## config.mk

```make
export PLATFORM = sky130hd
export DESIGN_NAME = clkfail_mon
export DESIGN_NICKNAME = d
export VERILOG_FILES = /design/src/rtl/clkfail_pkg.sv /design/src/rtl/clkfail_datapath.sv /design/src/rtl/clkfail_ctrl.sv /design/src/rtl/clkfail_mon.sv
export SDC_FILE = /design/constraint.sdc
export NUM_CORES = 1
export LEC_CHECK = 0
export BUFFER_PORTS_ARGS = -buffer_cell sky130_fd_sc_hd__clkbuf_2
export CAP_MARGIN = 5
export CORE_MARGIN = 4
export CORE_UTILIZATION = 45
export CTS_CLUSTER_DIAMETER = 100
export DETAILED_ROUTE_END_ITERATION = 10
export MAX_ROUTING_LAYER = met4
export PLACE_DENSITY = 0.82
export SLEW_MARGIN = 5
export SYNTH_ARGS = -nofsm -noshare
export SYNTH_HDL_FRONTEND = slang
export SYNTH_HIERARCHICAL = 1
export SYNTH_SLANG_ARGS = --single-unit
```

## constraint.sdc

```tcl
create_clock -name clk -period 4.4 [get_ports clk]
set_input_delay 0.88 -clock clk [delete_from_list [all_inputs] [get_ports clk]]
set_output_delay 0.88 -clock clk [all_outputs]
set_load 0.005 [all_outputs]
```

## src/rtl/clkfail_pkg.sv

```systemverilog
package clkfail_pkg;
  localparam int CNT_W  = 8;   // width of bounds and measured count
  localparam int PS_W   = 4;   // width of prescaler select field
  localparam int PS_MAX = 8;   // largest legal prescaler exponent

  typedef struct packed {
    logic [CNT_W-1:0] maxB;
    logic [CNT_W-1:0] minB;
    logic             muteEn;
    logic             swEn;
    logic             irqEn;
    logic [PS_W-1:0]  psel;
  } cfg_t;

  // strobes from datapath to control
  typedef struct packed {
    logic             done;
    logic             fail;
    logic [CNT_W-1:0] count;
  } meas_t;
endpackage

```

## src/rtl/clkfail_datapath.sv

```systemverilog
module clkfail_datapath
  import clkfail_pkg::*;
#(
  parameter int EDGES       = 32,
  parameter int SYNC_STAGES = 2
) (
  input  logic  clk,
  input  logic  rstN,
  input  logic  monClk,
  input  cfg_t  cfg,
  output meas_t meas
);
  localparam int EW = $clog2(EDGES);
  localparam logic [CNT_W-1:0] SAT  = '1;
  localparam logic [EW-1:0]    LAST = EW'(EDGES - 1);

  logic [SYNC_STAGES:0] syncQ;
  logic [CNT_W-1:0]     divCnt, divMask, acc;
  logic [EW-1:0]        edgeCnt;
  logic                 monEdge, tick, winEnd, ovf;

  // synchronizer chain plus one flop for edge detection
  always_ff @(posedge clk or negedge rstN) begin
    if (!rstN) syncQ <= '0;
    else       syncQ <= {syncQ[SYNC_STAGES-1:0], monClk};
  end
  assign monEdge = syncQ[SYNC_STAGES-1] & ~syncQ[SYNC_STAGES];

  // prescaler: free-running counter, tick on low n bits all ones
  always_ff @(posedge clk or negedge rstN) begin
    if (!rstN) divCnt <= '0;
    else       divCnt <= divCnt + 1'b1;
  end

  always_comb begin
    if (int'(cfg.psel) >= CNT_W) divMask = '1;
    else divMask = (CNT_W'(1) << cfg.psel) - CNT_W'(1);
  end
  assign tick = (divCnt & divMask) == divMask;

  assign winEnd = monEdge && (edgeCnt == LAST);
  assign ovf    = !winEnd && tick && (acc == SAT);

  always_ff @(posedge clk or negedge rstN) begin
    if (!rstN) begin
      acc     <= '0;
      edgeCnt <= '0;
    end else if (winEnd || ovf) begin
      acc     <= '0;
      edgeCnt <= '0;
    end else begin
      if (monEdge) edgeCnt <= edgeCnt + 1'b1;
      if (tick)    acc     <= acc + 1'b1;
    end
  end

  always_comb begin
    meas.done  = winEnd || ovf;
    meas.count = ovf ? SAT : acc;
    meas.fail  = ovf || (acc < cfg.minB) || (acc > cfg.maxB);
  end


  sat_restart_chk: assert property (@(posedge clk) disable iff (!rstN)
    (acc == SAT) && tick |=> acc == '0);


  win_restart_chk: assert property (@(posedge clk) disable iff (!rstN)
    meas.done |=> edgeCnt == '0);
endmodule

```

## src/rtl/clkfail_ctrl.sv

```systemverilog
module clkfail_ctrl
  import clkfail_pkg::*;
(
  input  logic        clk,
  input  logic        rstN,
  input  logic        cfgWrEn,
  input  logic [31:0] cfgWrData,
  input  logic        stsWrEn,
  input  logic [31:0] stsWrData,
  input  meas_t       meas,
  output cfg_t        cfg,
  output logic [31:0] cfgRdData,
  output logic        failFlag,
  output logic        irqReq,
  output logic        switchReq,
  output logic        muteReq
);
  logic [CNT_W-1:0] cntReg;
  logic [PS_W-1:0]  wrPsel;
  logic             clrReq, setReq;

  assign wrPsel = (int'(cfgWrData[PS_W-1:0]) > PS_MAX) ? PS_W'(PS_MAX)
                                                        : cfgWrData[PS_W-1:0];
  assign clrReq = stsWrEn && stsWrData[0];
  assign setReq = meas.done && meas.fail;

  always_ff @(posedge clk or negedge rstN) begin
    if (!rstN) begin
      cfg <= '0;
    end else if (cfgWrEn) begin
      cfg.maxB   <= cfgWrData[23:16];
      cfg.minB   <= cfgWrData[15:8];
      cfg.muteEn <= cfgWrData[6];
      cfg.swEn   <= cfgWrData[5];
      cfg.irqEn  <= cfgWrData[4];
      cfg.psel   <= wrPsel;
    end
  end

  always_ff @(posedge clk or negedge rstN) begin
    if (!rstN) begin
      cntReg   <= '0;
      failFlag <= 1'b1;
    end else begin
      if (meas.done) cntReg <= meas.count;
      if (setReq)      failFlag <= 1'b1;
      else if (clrReq) failFlag <= 1'b0;
    end
  end

  assign cfgRdData = {cntReg, cfg.maxB, cfg.minB, 1'b0,
                      cfg.muteEn, cfg.swEn, cfg.irqEn, cfg.psel};
  assign irqReq    = failFlag & cfg.irqEn;
  assign switchReq = failFlag & cfg.swEn;
  assign muteReq   = failFlag & cfg.muteEn;


  fail_set_chk: assert property (@(posedge clk) disable iff (!rstN)
    meas.done && meas.fail |=> failFlag);


  fail_sticky_chk: assert property (@(posedge clk) disable iff (!rstN)
    failFlag && !clrReq |=> failFlag);


  count_hold_chk: assert property (@(posedge clk) disable iff (!rstN)
    !meas.done |=> $stable(cntReg));
endmodule

```

## src/rtl/clkfail_mon.sv

```systemverilog
module clkfail_mon
  import clkfail_pkg::*;
#(
  parameter int EDGES       = 32,
  parameter int SYNC_STAGES = 2
) (
  input  logic        clk,
  input  logic        rstN,
  input  logic        monClk,
  input  logic        cfgWrEn,
  input  logic [31:0] cfgWrData,
  output logic [31:0] cfgRdData,
  input  logic        stsWrEn,
  input  logic [31:0] stsWrData,
  output logic        failFlag,
  output logic        irqReq,
  output logic        switchReq,
  output logic        muteReq
);
  cfg_t  cfg;
  meas_t meas;

  clkfail_datapath #(.EDGES(EDGES), .SYNC_STAGES(SYNC_STAGES)) u_dp (
    .clk(clk), .rstN(rstN), .monClk(monClk), .cfg(cfg), .meas(meas)
  );

  clkfail_ctrl u_ctrl (
    .clk(clk), .rstN(rstN),
    .cfgWrEn(cfgWrEn), .cfgWrData(cfgWrData),
    .stsWrEn(stsWrEn), .stsWrData(stsWrData),
    .meas(meas), .cfg(cfg), .cfgRdData(cfgRdData),
    .failFlag(failFlag), .irqReq(irqReq),
    .switchReq(switchReq), .muteReq(muteReq)
  );
endmodule

```

==> impl_metrics.tcl, run 1 <==
set metrics [dict create \
    ctsResizeCount 0 \
    yosysTopAreaCellShare 0.431 \
    syn_area_per_cell_sq_um 11.0 \
    max_freq_ghz 0.279 \
    synth_compound_area_frac 0.114 \
    ios 105 \
    insertedDiodeCount 0 \
    grt_max_degree 30 \
    p_total_uw 1090 \
    cp.required_ns 4.60 \
    cts_buffers 5 \
    fin_nets 413 \
    ys_warn_count 6 \
    worstSkewPairLatency_ns 0.31 \
    cp_max_fo 16 \
    yosysSeqAreaShare 0.439 \
    endpoint_kind "flip-flop" \
    ys.flop_type "dfrtp_1" \
    ys_seq_elements 56 \
    yosys-top-cells-area "dfrtp_1 43%, ha_1 7.8%, mux2_4 6.6%" \
    synth.distinct_cells 54 \
    vias 2213 \
    synth_largest_area_cell "dfrtp_1" \
    status "completed" \
    antenna_found_initial 0 \
    synth_top_family_by_area "simple AND/OR/NAND/NOR gates" \
    synthArstFlopShare 1.00 \
    layout_common_cells "63 x clkbuf_2, 55 x dfrtp_1, 20 x inv_1, 20 x ha_1, 17 x a21oi_1" \
    gp_congestion 0.828 \
    io_buffers 63 \
    syn_nets 379 \
    drc 0 \
    drive_above_1_share 0.345 \
    min_period_over_period 0.816 \
    start_kind "flip-flop" \
    antenna_left 0 \
    cellLeakagePower_uw 0.00175 \
    crit_type "flip-flop to flip-flop" \
    whs_path_depth 0 \
    rsz0062_at_grt "false" \
    rows 30 \
    grt_usage 0.154 \
    start_util 0.467 \
    coreArea_sq_um 6830 \
    postCtsSetupRepairBufs 0 \
    setup_viol 0 \
    cts_tree "done" \
    synth_edf_count 0 \
    clock_skew_ns 0.00547 \
    peakVddDrop_mv 0.189 \
    areaGrowthSynthToFinish_pct 8.31 \
    worst_pin_slew_ns 0.742 \
    drv_cap 0 \
    hold_path.class "flip-flop to flip-flop" \
    cts_hold_buf 0 \
    muxShareOfSynthArea 0.119 \
    synth_fa_ha_area_frac 0.0784 \
    n_fill_cell 649 \
    final_common_cell "clkbuf_2" \
    die_h_microns 92.2 \
    drtIter0Drc 80 \
    slew_headroom 0.506 \
    syn-cell-area_sq_um 3190 \
    cts.sinks 56 \
    dieWidth_microns 92.2 \
    synth_cells 290 \
    dp_hpwl_microns 4530 \
    overflow 0 \
    cts_buffer_depth 2 \
    grt_pass1_vias 2150 \
    reg2reg_depth 8 \
    grt_pass1_wl_microns 10300 \
    power_density_nw_per_um2 316 \
    avgRoutedWirePerCell_microns 14.2 \
    clk_pin_slew_ns 0.10 \
    fin_tns_setup_ns 0 \
    root_buffer "clkbuf_8" \
    synthSimpleGateAreaFrac 0.120 \
    critPathArrivalTime_ns 3.79 \
    wirelength_microns 5980 \
    min_period_ns 3.59 \
    vias_per_cell 5.26 \
    drv_slew 0 \
    htree_levels 2 \
    timing_hold_violations_final 0 \
    dieArea_sq_um 8510 \
    synth_xor_area_frac 0.0192 \
    drtPass1Iterations 4 \
]
## synth_stat cells, types with 7 or more instances
library cell   n
mux2_2        15
mux2_4        14
o21ai_0       14
dfrtp_1       55
clkbuf_1       7
nand2_1        9
buf_4         24
ha_1          20
inv_1         20
nand3_1       10
a21oi_1       17
nor2_1        10
## per-stage QoR
stage / utilization / setup WS (ns) / hold slack, ns / area (sq um) / std cells
floorplan: - / 1.31 / 0.331 / 3190 / 290
global placement: 0.493 / 0.924 / 0.333 / 3370 / 413
detailed placement: 0.493 / 0.865 / 0.342 / 3370 / 413
CTS: 0.506 / 0.821 / 0.366 / 3460 / 421
global route: 0.506 / 0.628 / 0.378 / 3460 / 421
finish: 0.506 / 0.810 / 0.361 / 3460 / 421
## path summary, 6_finish.rpt
kind	slack (ns)	to	from
worst max register to register	0.81	u_ctrl/cntReg[6]	u_ctrl/cfg[3]
worst max-delay path	0.81	u_ctrl/cntReg[6]	u_ctrl/cfg[3]
max in group asynchronous	2.97	u_ctrl/cntReg[7]	rstN
min in group asynchronous	0.59	u_dp/divCnt[5]	rstN
worst min-delay path	0.36	u_dp/syncQ[1]	u_dp/syncQ[0]
worst min register to register	0.36	u_dp/syncQ[1]	u_dp/syncQ[0]
## where the power goes
| part | total (uW) | switching, uW | leakage, uW | internal [uW] |
|---|---|---|---|---|
| registers | 614 | 52.2 | 0.000701 | 561 |
| clock network | 277 | 166 | 0.0000479 | 111 |
| logic | 202 | 95.0 | 0.00101 | 107 |
## logic make-up after synthesis
logic type | after synthesis
AOI/OAI and AO/OA | 53
adders and majority gates | 20
and+or+nand+nor | 66
other | 1
buffers and inverters | 58
DFF | 56
muxes | 29
xor gates and xnor gates | 7
## routing by layer
metal | vias up | wire, microns | global-route usage
met4 | 0 | 45 | 0.0520
met2 | 70 | 2870 | 0.245
met3 | 4 | 347 | 0.0304
li1 | 1058 | - | -
met5 | - | 0 | -
met1 | 1081 | 2710 | 0.197
## critical path: stages (launching register included)
cell and delay (ns):
dfrtp_1 0.51, or4b_2 0.71, ha_1 0.29, nor2_1 0.06, a2111oi_4 0.31, o2111ai_2 0.40, o21ai_0 0.59, buf_4 0.26
mux2_2 0.35
## flip-flops by register name, indices dropped and copies added, names as in the netlist
name,count
u_ctrl/cfg,23
u_dp/syncQ,3
u_dp/acc,8
u_dp/edgeCnt,5
u_dp/divCnt,8
u_ctrl/cntReg,8
u_ctrl/failFlag,1
## area by class of cell
cell class	instances	area, sq um	area share
clock inverters	3	18.8	0.00543
flip-flops and latches	56	1400	0.406
repair buffers	65	330	0.0955
clock buffers	5	68.8	0.0199
well taps	96	120	0.0347
inverters	20	75.1	0.0217
multi-input cells	176	1440	0.417
Note: power is estimated with default switching activity, not from simulation.
==> inputs of run 2 (changes only) <==
--- a/config.mk
+++ b/config.mk
@@ -12,7 +12,7 @@
 export CTS_CLUSTER_DIAMETER = 100
 export DETAILED_ROUTE_END_ITERATION = 10
 export MAX_ROUTING_LAYER = met4
-export PLACE_DENSITY = 0.82
+export PLACE_DENSITY = 0.85
 export SLEW_MARGIN = 5
 export SYNTH_ARGS = -nofsm -noshare
 export SYNTH_HDL_FRONTEND = slang
==> constraint.sdc (replaced) <==
create_clock -name clk -period 3.2 [get_ports clk]
set_input_delay 0.64 -clock clk [delete_from_list [all_inputs] [get_ports clk]]
set_output_delay 0.64 -clock clk [all_outputs]
set_load 0.005 [all_outputs]
==> impl_metrics.tcl, run 2 (synthesis results as in run 1) <==
set metrics [dict create \
    grt.met1_usage 0.211 \
    coreArea_sq_um 6830 \
    drv_cap 0 \
    cts_buffer_depth 2 \
    power_density_nw_per_um2 452 \
    critPathArrivalTime_ns 3.21 \
    top_register "u_ctrl/cfg" \
    min_period_over_period 0.932 \
    wirelength_microns 6200 \
    vias_per_cell 5.34 \
    peakVddDrop_mv 0.264 \
    grt_max_degree 27 \
    clock_skew_ns 0.00746 \
    antenna_found_initial 0 \
    slew_headroom 0.510 \
    vias 2275 \
    timing_hold_violations_final 0 \
    min_period_ns 2.98 \
    drc 0 \
    status "completed" \
    avgRoutedWirePerCell_microns 14.5 \
    grt_pass1_wl_microns 11000 \
    dp_hpwl_microns 4590 \
    grt_pass1_vias 2294 \
    cts_tree "done" \
    cts_hold_buf 0 \
    post-route-util 0.516 \
    root_buffer "clkbuf_8" \
    fin_tns_setup_ns 0 \
    stdcell_count 426 \
    cp_max_fo 10 \
    rsz0062_at_grt "false" \
    htree_levels 2 \
    p_switching_uw 436 \
    grtUsageMet3 0.0320 \
    fin_area_sq_um 3530 \
    cellLeakagePower_uw 0.00178 \
    endpoint_kind "flip-flop" \
    drtIter0Drc 80 \
    worstSkewPairLatency_ns 0.31 \
    p_sw_frac 0.273 \
    ios 105 \
    dieArea_sq_um 8510 \
    grt_util_met2 0.268 \
    start_util 0.467 \
    overflow 0 \
    final_common_cell "clkbuf_2" \
    insertedDiodeCount 0 \
    drv_slew 0 \
    crit_type "flip-flop to flip-flop" \
    grt_usage 0.165 \
    dpl.cell_count 418 \
    hold_path.class "primary input to async pin" \
    rows 30 \
    largest_reg_flops 23 \
    dieWidth_microns 92.2 \
    areaGrowthSynthToFinish_pct 10.4 \
    drive_above_1_share 0.361 \
    placed_cell_area_sq_um 3410 \
    drtPass1Iterations 4 \
    start_kind "flip-flop" \
    worst_pin_slew_ns 0.734 \
    layout_common_cells "63 x clkbuf_2, 53 x dfrtp_1, 20 x inv_1, 20 x ha_1, 17 x a21oi_1" \
    pwr-share-comb 0.180 \
    cts.sinks 56 \
    io_buffers 63 \
    clk_pin_slew_ns 0.10 \
    fin_nets 418 \
    seqPwrFrac 0.526 \
    gp_congestion 0.875 \
    setup_viol 0 \
    pwr-share-clk 0.294 \
    grt_busiest_layer "met2" \
    p_int_uw 1160 \
    cp.required_ns 3.43 \
    die_h_microns 92.2 \
    antenna_left 0 \
    max_freq_ghz 0.335 \
    holdWs_ns 0.254 \
    cts_buffers 5 \
]
==> run 2: cell types whose count changed in the layout (fill, tap and decap cells not counted) <==
cell	before	now
clkinv_4	1	0
o21ai_0	14	13
bufinv_16	0	1
clkinvlp_4	0	1
o21ai_1	0	1
dfrtp_2	0	2
clkinv_2	2	0
buf_4	2	7
dfrtp_1	55	53
inv_6	0	1
==> run 2: final cells by class <==
cell class	instances	area, sq um
Clock buffer	5	68.8
Fill cell	618	3310
Multi-Input combinational cell	176	1440
Timing Repair Buffer	70	368
Tap cell	96	120
Inverter	20	75.1
Sequential cell	56	1410
Clock inverter	3	46.3
==> run 2: worst paths after layout <==
| path | from | end | slack, ns | depth (start not counted) |
|---|---|---|---|---|
| worst max-delay path | u_ctrl/cfg[1] | u_dp/acc[7] | 0.22 | 8 |
| worst min register to register | u_dp/syncQ[0] | u_dp/syncQ[1] | 0.36 | 0 |
| min in group clk | u_dp/syncQ[0] | u_dp/syncQ[1] | 0.36 | 0 |
| max in group asynchronous | rstN | u_dp/acc[7] | 2.30 | 2 |
| worst min-delay path | rstN | u_ctrl/cfg[16] | 0.25 | 1 |
| worst max register to register | u_ctrl/cfg[1] | u_dp/acc[7] | 0.22 | 8 |
==> run 2: per-layer routing <==
layer  vias to the layer above  part of all wire
met5                         -                 0
met4                         0             0.014
met3                         9             0.063
met2                        84              0.48
met1                      1108              0.44
li1                       1074                 -
==> run 2: power groups by stage <==
stage | sequential (uW) | clock (uW) | combinational, uW
finish | 839 | 469 | 287
global route | 853 | 525 | 330
floorplan | 833 | 0 | 237
detailed placement | 851 | 0 | 288
global placement | 848 | 0 | 272
CTS | 839 | 488 | 289
==> run 2: worst max-delay path: stages, from the launching register on <==
cell and delay [ns]:
dfrtp_2 0.48, or4b_2 0.65, ha_1 0.30, nor2_1 0.06, a2111oi_4 0.31, o2111ai_2 0.24
buf_4 0.21, or4_1 0.49, a21oi_1 0.18
==> run 2: repair_timing <==
item / in CTS / in global routing
buffers inserted: 0 / 0
setup endpoints to repair: 0 / 8
gates resized for setup: 0 / 3
==> run 2: stage by stage <==
step           setup WS (ns)  total power [uW]
3_5_place_dp           0.201              1140
6_report               0.218              1600
4_1_cts                0.197              1620
3_3_place_gp           0.282              1120
2_1_floorplan          0.111              1070
5_1_grt               0.0119              1710
==> inputs of run 3 (changes only) <==
--- a/config.mk
+++ b/config.mk
@@ -9,10 +9,10 @@
 export CAP_MARGIN = 5
 export CORE_MARGIN = 4
 export CORE_UTILIZATION = 45
-export CTS_CLUSTER_DIAMETER = 100
 export DETAILED_ROUTE_END_ITERATION = 10
 export MAX_ROUTING_LAYER = met4
 export PLACE_DENSITY = 0.85
+export RECOVER_POWER = 25
 export SLEW_MARGIN = 5
 export SYNTH_ARGS = -nofsm -noshare
 export SYNTH_HDL_FRONTEND = slang
==> impl_metrics.tcl, run 3 (synthesis results as in run 1) <==
set metrics [dict create \
    rsz0062_at_grt "false" \
    rows 30 \
    timing_hold_violations_final 0 \
    io_buffers 63 \
    holdWs_ns 0.359 \
    avgRoutedWirePerCell_microns 14.5 \
    clock_skew_ns 0.00746 \
    antenna_found_initial 0 \
    grt_max_degree 27 \
    layout_common_cells "62 x clkbuf_2, 53 x dfrtp_1, 20 x inv_1, 20 x ha_1, 17 x a21oi_1" \
    postCtsSetupRepairBufs 0 \
    status "completed" \
    n_fill_cell 619 \
    worst_pin_slew_ns 0.974 \
    ios 105 \
    antenna_left 0 \
    peakVddDrop_mv 0.263 \
    fin_nets 418 \
    min_period_ns 2.98 \
    endpoint_kind "flip-flop" \
    dieArea_sq_um 8510 \
    vias_per_cell 5.34 \
    fin_area_sq_um 3520 \
    largest_reg_flops 23 \
    start_kind "flip-flop" \
    die_h_microns 92.2 \
    overflow 0 \
    cts_buffers 5 \
    drv_slew 0 \
    min_period_over_period 0.932 \
    grt_pass1_wl_microns 11000 \
    cpMaxStageDelayCell "or4b_2" \
    cts.sinks 56 \
    dpl_worst_slack_ns 0.201 \
    top_register "u_ctrl/cfg" \
    cp_cell_sequence "or4b_2 -> ha_1 -> nor2_1 -> a2111oi_4 -> o2111ai_2 -> buf_4 -> or4_1 -> a21oi_1" \
    placed_cell_area_sq_um 3410 \
    drtPass1Iterations 4 \
    dp_hpwl_microns 4590 \
    wirelength_microns 6180 \
    setup_viol 0 \
    drv_cap 0 \
    cellLeakagePower_uw 0.00177 \
    cts_tree "done" \
    drive_above_1_share 0.355 \
    power_density_nw_per_um2 453 \
    critPathArrivalTime_ns 3.21 \
    areaGrowthSynthToFinish_pct 10.3 \
    final_common_cell "clkbuf_2" \
    htree_levels 2 \
    p_total_uw 1590 \
    cpPeakStageDelay_ns 0.65 \
    start_util 0.467 \
    gp_congestion 0.875 \
    grt_usage 0.165 \
    worstSkewPairLatency_ns 0.31 \
    fin_tns_setup_ns 0 \
    dieWidth_microns 92.2 \
    root_buffer "clkbuf_8" \
    worst_slack_ns 0.218 \
    critical_path.top_delay_family "simple AND/OR/NAND/NOR gates" \
    drc 0 \
    cts_buffer_depth 2 \
    clk_pin_slew_ns 0.10 \
    vias 2275 \
    path_buf_inv 1 \
    grt_pass1_vias 2294 \
    hold_path.class "flip-flop to flip-flop" \
    coreArea_sq_um 6830 \
    drtIter0Drc 81 \
    insertedDiodeCount 0 \
    max_freq_ghz 0.335 \
    crit_type "flip-flop to flip-flop" \
    cp_max_fo 10 \
    cp.required_ns 3.43 \
    slew_headroom 0.351 \
]
==> run 3: cell count changes in the layout (fill, tap and decap cells not counted) <==
cell / previous run / this run
buf_4: 7 / 6
clkbuf_1: 0 / 2
clkbuf_2: 63 / 62
==> run 3: final cells by class <==
type	instances	area [sq um]	area share
Tap cell	96	120	0.0341
Clock inverter	3	46.3	0.0131
Sequential cell	56	1410	0.399
Clock buffer	5	68.8	0.0195
Inverter	20	75.1	0.0213
Timing Repair Buffer	70	363	0.103
Multi-Input combinational cell	176	1440	0.410
==> run 3: worst paths after layout <==
kind                                     from        endpoint  slack, ns  cells after the start
max in group asynchronous                rstN   u_ctrl/cfg[9]       1.36                      2
worst min-delay path            u_dp/syncQ[0]   u_dp/syncQ[1]       0.36                      0
min in group asynchronous                rstN  u_ctrl/cfg[16]       0.45                      1
worst min register to register  u_dp/syncQ[0]   u_dp/syncQ[1]       0.36                      0
worst max-delay path            u_ctrl/cfg[1]     u_dp/acc[7]       0.22                      8
worst max register to register  u_ctrl/cfg[1]     u_dp/acc[7]       0.22                      8
==> run 3: where the power goes <==
part | switching (uW) | internal (uW)
Clock | 234 | 236
Sequential | 67.0 | 772
Combinational | 135 | 150
Total | 435 | 1160
==> run 3: through the flow <==
| step | util | cells |
|---|---|---|
| 6_report | 0.515 | 426 |
| 3_5_place_dp | 0.499 | 418 |
| 4_1_cts | 0.516 | 426 |
| 2_1_floorplan | - | 290 |
| 3_3_place_gp | 0.499 | 418 |
| 5_1_grt | 0.515 | 426 |
==> run 3: layer usage <==
layer	wire length, microns	global-route usage	part of all wire	up-vias
li1	-	-	-	1074
met1	2720	0.211	0.44	1102
met2	2960	0.268	0.48	87
met3	406	0.0320	0.066	12
met4	99	0.0483	0.016	0
met5	0	-	0	-
==> run 3: what timing repair did <==
item	in CTS	in global routing
setup endpoints to repair	0	8
resized for setup	0	3
hold buffers	0	0
